$ cat config.mk
export PLATFORM = sky130hd
export DESIGN_NAME = necc_gen
export DESIGN_NICKNAME = d
export VERILOG_FILES = /design/src/rtl/necc_pkg.sv /design/src/rtl/necc_ctrl.sv /design/src/rtl/necc_datapath.sv /design/src/rtl/necc_compare.sv /design/src/rtl/necc_gen.sv
export SDC_FILE = /design/constraint.sdc
export NUM_CORES = 1
export LEC_CHECK = 0
export BUFFER_PORTS_ARGS = -buffer_cell sky130_fd_sc_hd__buf_2
export CORE_MARGIN = 10
export CORE_UTILIZATION = 49
export DETAILED_ROUTE_END_ITERATION = 6
export PLACE_DENSITY = 0.74
export SLEW_MARGIN = 5
export SYNTH_ARGS = -nofsm -noshare
export SYNTH_HDL_FRONTEND = slang
export SYNTH_HIERARCHICAL = 1
export SYNTH_SLANG_ARGS = --single-unit
$ cat constraint.sdc
create_clock -name clk -period 9.9 [get_ports clk]
set_clock_uncertainty 0.1 [all_clocks]
set_input_delay 1.98 -clock clk [delete_from_list [all_inputs] [get_ports clk]]
set_output_delay 1.98 -clock clk [all_outputs]
set_load 0.05 [all_outputs]
$ cat src/rtl/necc_pkg.sv
package necc_pkg;
  localparam int DATA_W      = 8;
  localparam int CHUNK_BYTES = 256;
  localparam int NUM_CHUNKS  = 2;

  typedef enum logic [1:0] {
    ST_CLEAN   = 2'd0,
    ST_CORRECT = 2'd1,
    ST_FIELD   = 2'd2,
    ST_UNCORR  = 2'd3
  } cmpStatus_e;

  // strobes from control to datapath
  typedef struct packed {
    logic clearAll;
    logic accum;
  } ctrlStrobe_t;
endpackage

$ cat src/rtl/necc_ctrl.sv
module necc_ctrl #(
  parameter int CHUNK_BYTES = necc_pkg::CHUNK_BYTES,
  parameter int NUM_CHUNKS  = necc_pkg::NUM_CHUNKS,
  localparam int IDX_W = $clog2(CHUNK_BYTES),
  localparam int SEL_W = (NUM_CHUNKS > 1) ? $clog2(NUM_CHUNKS) : 1
) (
  input  logic                     clk,
  input  logic                     rstN,
  input  logic                     clearCmd,
  input  logic                     startCmd,
  input  logic                     stopCmd,
  input  logic                     dataValid,
  output necc_pkg::ctrlStrobe_t    strobe,
  output logic [IDX_W-1:0]         byteIdx,
  output logic [SEL_W-1:0]         chunkSel,
  output logic                     accumOn
);
  localparam int CNT_W = IDX_W + SEL_W;

  logic             enReg;
  logic [CNT_W-1:0] byteCnt;
  logic             takeByte;

  // stop and clear both gate the byte of their own cycle
  assign takeByte = enReg && dataValid && !stopCmd && !clearCmd;

  always_comb begin
    strobe          = '0;
    strobe.clearAll = clearCmd;
    strobe.accum    = takeByte;
  end

  always_ff @(posedge clk or negedge rstN) begin
    if (!rstN) begin
      enReg <= 1'b0;
    end else if (stopCmd) begin
      enReg <= 1'b0;
    end else if (startCmd) begin
      enReg <= 1'b1;
    end
  end

  always_ff @(posedge clk or negedge rstN) begin
    if (!rstN) begin
      byteCnt <= '0;
    end else if (clearCmd) begin
      byteCnt <= '0;
    end else if (takeByte) begin
      byteCnt <= byteCnt + 1'b1;
    end
  end

  assign byteIdx  = byteCnt[IDX_W-1:0];
  assign chunkSel = byteCnt[CNT_W-1:IDX_W];
  assign accumOn  = enReg;
endmodule

$ cat src/rtl/necc_datapath.sv
module necc_datapath #(
  parameter int DATA_W      = necc_pkg::DATA_W,
  parameter int CHUNK_BYTES = necc_pkg::CHUNK_BYTES,
  parameter int NUM_CHUNKS  = necc_pkg::NUM_CHUNKS,
  localparam int COL_W  = $clog2(DATA_W),
  localparam int IDX_W  = $clog2(CHUNK_BYTES),
  localparam int SEL_W  = (NUM_CHUNKS > 1) ? $clog2(NUM_CHUNKS) : 1,
  localparam int CODE_W = 2 * (COL_W + IDX_W)
) (
  input  logic                         clk,
  input  logic                         rstN,
  input  necc_pkg::ctrlStrobe_t        strobe,
  input  logic [IDX_W-1:0]             byteIdx,
  input  logic [SEL_W-1:0]             chunkSel,
  input  logic [DATA_W-1:0]            dataIn,
  output logic [NUM_CHUNKS*CODE_W-1:0] codeFlat
);
  // lanes whose bit position has bit k set
  function automatic logic [DATA_W-1:0] laneMask(input int k);
    logic [DATA_W-1:0] m;
    m = '0;
    for (int b = 0; b < DATA_W; b++) begin
      m[b] = ((b >> k) & 1) != 0;
    end
    return m;
  endfunction

  logic [CODE_W-1:0] contrib;
  logic              rowPar;

  assign rowPar = ^dataIn;

  always_comb begin
    contrib = '0;
    for (int k = 0; k < COL_W; k++) begin
      contrib[2*k+1] = ^(dataIn & laneMask(k));
      contrib[2*k]   = ^(dataIn & ~laneMask(k));
    end
    for (int j = 0; j < IDX_W; j++) begin
      contrib[2*(COL_W+j)+1] = rowPar & byteIdx[j];
      contrib[2*(COL_W+j)]   = rowPar & ~byteIdx[j];
    end
  end

  for (genvar c = 0; c < NUM_CHUNKS; c++) begin : g_chunk
    logic [CODE_W-1:0] codeReg;
    logic              hit;

    assign hit = strobe.accum && (chunkSel == SEL_W'(c));

    always_ff @(posedge clk or negedge rstN) begin
      if (!rstN) begin
        codeReg <= '0;
      end else if (strobe.clearAll) begin
        codeReg <= '0;
      end else if (hit) begin
        codeReg <= codeReg ^ contrib;
      end
    end

    assign codeFlat[c*CODE_W +: CODE_W] = codeReg;
  end
endmodule

$ cat src/rtl/necc_compare.sv
module necc_compare #(
  parameter int DATA_W      = necc_pkg::DATA_W,
  parameter int CHUNK_BYTES = necc_pkg::CHUNK_BYTES,
  parameter int NUM_CHUNKS  = necc_pkg::NUM_CHUNKS,
  localparam int COL_W  = $clog2(DATA_W),
  localparam int IDX_W  = $clog2(CHUNK_BYTES),
  localparam int SEL_W  = (NUM_CHUNKS > 1) ? $clog2(NUM_CHUNKS) : 1,
  localparam int CODE_W = 2 * (COL_W + IDX_W),
  localparam int PAIRS  = COL_W + IDX_W
) (
  input  logic [NUM_CHUNKS*CODE_W-1:0] codeFlat,
  input  logic [SEL_W-1:0]             cmpSel,
  input  logic [CODE_W-1:0]            cmpCode,
  output necc_pkg::cmpStatus_e         status,
  output logic [IDX_W-1:0]             errByte,
  output logic [COL_W-1:0]             errBit
);
  logic [CODE_W-1:0] selCode;
  logic [CODE_W-1:0] syn;
  logic [PAIRS-1:0]  pairOne;
  logic              oneBit;

  always_comb begin
    selCode = '0;
    for (int c = 0; c < NUM_CHUNKS; c++) begin
      if (cmpSel == SEL_W'(c)) selCode = codeFlat[c*CODE_W +: CODE_W];
    end
  end

  assign syn    = cmpCode ^ selCode;
  assign oneBit = (syn != '0) && ((syn & (syn - 1'b1)) == '0);

  always_comb begin
    for (int p = 0; p < PAIRS; p++) begin
      pairOne[p] = syn[2*p] ^ syn[2*p+1];
    end
  end

  always_comb begin
    status  = necc_pkg::ST_UNCORR;
    errByte = '0;
    errBit  = '0;
    if (syn == '0) begin
      status = necc_pkg::ST_CLEAN;
    end else if (&pairOne) begin
      status = necc_pkg::ST_CORRECT;
      for (int k = 0; k < COL_W; k++) errBit[k] = syn[2*k+1];
      for (int j = 0; j < IDX_W; j++) errByte[j] = syn[2*(COL_W+j)+1];
    end else if (oneBit) begin
      status = necc_pkg::ST_FIELD;
    end
  end
endmodule

$ cat src/rtl/necc_gen.sv
module necc_gen #(
  parameter int DATA_W      = necc_pkg::DATA_W,
  parameter int CHUNK_BYTES = necc_pkg::CHUNK_BYTES,
  parameter int NUM_CHUNKS  = necc_pkg::NUM_CHUNKS,
  localparam int COL_W  = $clog2(DATA_W),
  localparam int IDX_W  = $clog2(CHUNK_BYTES),
  localparam int SEL_W  = (NUM_CHUNKS > 1) ? $clog2(NUM_CHUNKS) : 1,
  localparam int CODE_W = 2 * (COL_W + IDX_W)
) (
  input  logic                         clk,
  input  logic                         rstN,
  input  logic                         clearCmd,
  input  logic                         startCmd,
  input  logic                         stopCmd,
  input  logic                         dataValid,
  input  logic [DATA_W-1:0]            dataIn,
  output logic [NUM_CHUNKS*CODE_W-1:0] codeOut,
  output logic                         accumOn,
  input  logic [SEL_W-1:0]             cmpSel,
  input  logic [CODE_W-1:0]            cmpCode,
  output logic [1:0]                   cmpStatus,
  output logic [IDX_W-1:0]             errByte,
  output logic [COL_W-1:0]             errBit
);
  necc_pkg::ctrlStrobe_t strobe;
  necc_pkg::cmpStatus_e  statusE;
  logic [IDX_W-1:0]      byteIdx;
  logic [SEL_W-1:0]      chunkSel;

  necc_ctrl #(.CHUNK_BYTES(CHUNK_BYTES), .NUM_CHUNKS(NUM_CHUNKS)) u_ctrl (
    .clk(clk), .rstN(rstN), .clearCmd(clearCmd), .startCmd(startCmd),
    .stopCmd(stopCmd), .dataValid(dataValid), .strobe(strobe),
    .byteIdx(byteIdx), .chunkSel(chunkSel), .accumOn(accumOn)
  );

  necc_datapath #(.DATA_W(DATA_W), .CHUNK_BYTES(CHUNK_BYTES), .NUM_CHUNKS(NUM_CHUNKS)) u_dp (
    .clk(clk), .rstN(rstN), .strobe(strobe), .byteIdx(byteIdx),
    .chunkSel(chunkSel), .dataIn(dataIn), .codeFlat(codeOut)
  );

  necc_compare #(.DATA_W(DATA_W), .CHUNK_BYTES(CHUNK_BYTES), .NUM_CHUNKS(NUM_CHUNKS)) u_cmp (
    .codeFlat(codeOut), .cmpSel(cmpSel), .cmpCode(cmpCode),
    .status(statusE), .errByte(errByte), .errBit(errBit)
  );

  assign cmpStatus = statusE;
endmodule

==> run_results.csv <==
group,metric,value,unit
setup_path,worst-path-buf-inv,2,
cts,htreeDepth,2,
sta,finalSetupViolCount,0,
synthesis,yosysSeqAreaShare,34.6,%
synthesis,syn_inst,435,
power_and_ir_drop,ir_drop,69.7,uV
sta,finalSetupTns,0,ps
sta,slew_viol_final,0,
setup_path,worstSetupPathType,"in -> out",
run_status,status,"completed",
placed_design,gp_congestion,1.03,
cts,cts_tree,"built",
sta,rsz0062_at_grt,"false",
cts,clock_latency,300,ps
final_layout,layout_common_cells,"buf_2, a21oi_1, dfrtp_1, o21ai_0, or3_1",
detailed_routing,drc,0,
global_route,grt_max_degree,65,
die,rows,32,
setup_path,startpoint_type,"input pin",
setup_path,critical-path-max-stage-delay,540,ps
power_and_ir_drop,p_per_area,104,nW/um^2
setup_path,critPathLaunch,"cmpSel",
global_route,grt_pass1_vias,3673,
detailed_routing,totalWireLength,12100,um
global_route,grt_usage,19.5,%
detailed_routing,drt-initial-drc-count,284,
sta,worst_pin_slew,979,ps
cts,cts_inserted_buffers,5,
placed_design,port-buffer-count,94,
synthesis,synth-seq-cells,54,
global_route,grt_overflow_total,0,
worst_hold_path,hold_start,"u_ctrl/accumOn",
setup_path,crit_required,7820,ps
die,start_util,50.5,%
die,fp.coreArea,7730,sq um
final_layout,final_util,58.1,%
detailed_routing,viasPerCell,6.17,
sta,whs,473,ps
setup_path,arrival,5300,ps
global_route,antenna_found_initial,0,
cts,clk_pin_slew,90,ps
setup_path,crit_family,"simple AND/OR/NAND/NOR gates",
setup_path,critPathCaptureType,"output port",
detailed_routing,ant_nets,0,
placed_design,hpwlAfterDp,9000,um
synthesis,syn_nets,489,
die,die_h,109,um
final_layout,syn_to_final_growth,15.0,%
setup_path,worstPathMaxFanout,22,
global_route,grt_pass1_wl,18800,um
cts,cts-root-buf,"clkbuf_8",
synthesis,synth-async-reset-ratio,100,%
cts,cts_setup_buffers,0,
worst_hold_path,worstHoldPathType,"reg -> reg",
sta,finalCritPeriodShare,74.6,%
final_layout,layout_commonest_cell,"buf_2",
sta,slew-limit-headroom,34.7,%
final_layout,nets,566,
detailed_routing,detail_route.wl_per_cell,19.7,um
cts,cts_hold_buf,0,
final_layout,drive_above_1_share,23.8,%
die,die_area,11900,sq um
synthesis,synthFlopType,"dfrtp_1",
sta,max_freq,135,MHz
flow_run,drv_cap,0,
synthesis,synth_area,3900,sq um
setup_path,worstPathCellList,"buf_2, mux2i_1, xor2_2, ha_1, nand4_1, or4_1, nor4_1, nor2b_1, o21ai_1, nor4_1, a21oi_1, buf_2",
sta,post-route-min-period,7380,ps
die,boundaryPins,95,
setup_path,timing.rr.start,"u_ctrl/accumOn",
cts,cts_resized,0,
detailed_routing,num_vias,3796,
detailed_routing,dr.pass1.iters,6,
power_and_ir_drop,power_leakage,1.95,nW
synthesis,syn_avg_cell_area,8.97,sq um
cts,clock_sinks,54,
synthesis,ys_types,46,
die,chipWidth,109,um
synthesis,synth_edf_count,0,
synthesis,ys_warn_count,6,
final_layout,antennaDiodeCount,0,
sta,hold_viol_final,0,
cts,clk_path_buf_depth,2,
setup_path,slowest_stage,"buf_2",
sequential cells by signal, summed over array words and instances, names as in the netlist:
register,cells
u_ctrl/byteCnt,9
u_dp/g_chunk.codeReg,44
u_ctrl/accumOn,1
final timing paths:
| path | cells past startpoint | to | slack, ps |
|---|---|---|---|
| min in group asynchronous | 2 | u_dp/g_chunk[1].codeReg[9] | 1700 |
| hold / removal | 2 | u_ctrl/accumOn | 470 |
| max in group asynchronous | 2 | u_dp/g_chunk[0].codeReg[5] | 7550 |
| setup reg to reg | 5 | u_dp/g_chunk[1].codeReg[12] | 7030 |
| hold reg to reg | 2 | u_ctrl/accumOn | 470 |
| setup / recovery | 12 | cmpStatus[0] | 2520 |
cells in the mapped netlist, drive strengths merged (10+ instances only):
master  instances  area [sq um]
a21oi          56           280
mux2i          23           241
or4            22           168
o21ai          39           195
nand3          13          65.1
dfrtp          54          1350
or3            30           190
ha             17           213
o31ai          21           158
nand2          21          78.8
inv            14          52.6
nor2           19          71.3
buf            10          65.1
xor2           13           151
clkbuf         16          60.1
xnor2          26           228
metrics by stage:
step | instances | setup slack, ps | area, sq um | total power [W]
2_1_floorplan | 435 | 2400 | 3900 | 0.000307
3_3_place_gp | 607 | 2560 | 4400 | 0.000341
3_5_place_dp | 607 | 2610 | 4400 | 0.000342
4_1_cts | 615 | 2610 | 4490 | 0.000469
5_1_grt | 615 | 2280 | 4490 | 0.000488
6_report | 615 | 2520 | 4490 | 0.000467
cell type report:
cell class / instances / area (sq um)
clock buffer: 7 / 86.3
clock inverter: 1 / 5.00
fill: 702 / 3240
inverter: 14 / 52.6
multi-input combinational: 341 / 2380
sequential: 54 / 1350
tap: 102 / 128
timing repair buffer: 96 / 485
layer usage:
layer	wire length, um	up-vias	GRT usage [%]	part of all wire [%]
met3	1020	33	3.89	8.4
met5	0	-	0	0
li1	-	1772	-	-
met4	368	0	7.81	3.0
met2	5920	167	32.0	49
met1	4790	1824	24.5	40
kinds of logic (layout without fill, tap and decap cells):
group / Yosys count / count (layout) / share of synthesized area, %
adders and majority gates: 17 / 17 / 5.45
AOI/OAI and AO/OA: 130 / 130 / 19.3
and+or+nand+nor: 132 / 132 / 20.1
muxes: 23 / 23 / 6.19
DFF: 54 / 54 / 34.6
buffers and inverters: 40 / 118 / 4.56
xor gates and xnor gates: 39 / 39 / 9.72
tightest hold or removal path, delay by kind of cell, from the launching register on:
kind	cells	cell delay (ps)
flip-flops	1	410
AND/OR/NAND/NOR	2	130
power by group:
| group | internal (W) | switching [W] | leakage (nW) | total [W] |
|---|---|---|---|---|
| Combinational | 0.0000327 | 0.0000812 | 1.15 | 0.000114 |
| Clock | 0.0000566 | 0.0000706 | 0.0482 | 0.000127 |
| Sequential | 0.000222 | 0.00000298 | 0.752 | 0.000225 |
(Power assumes the default switching activity.)
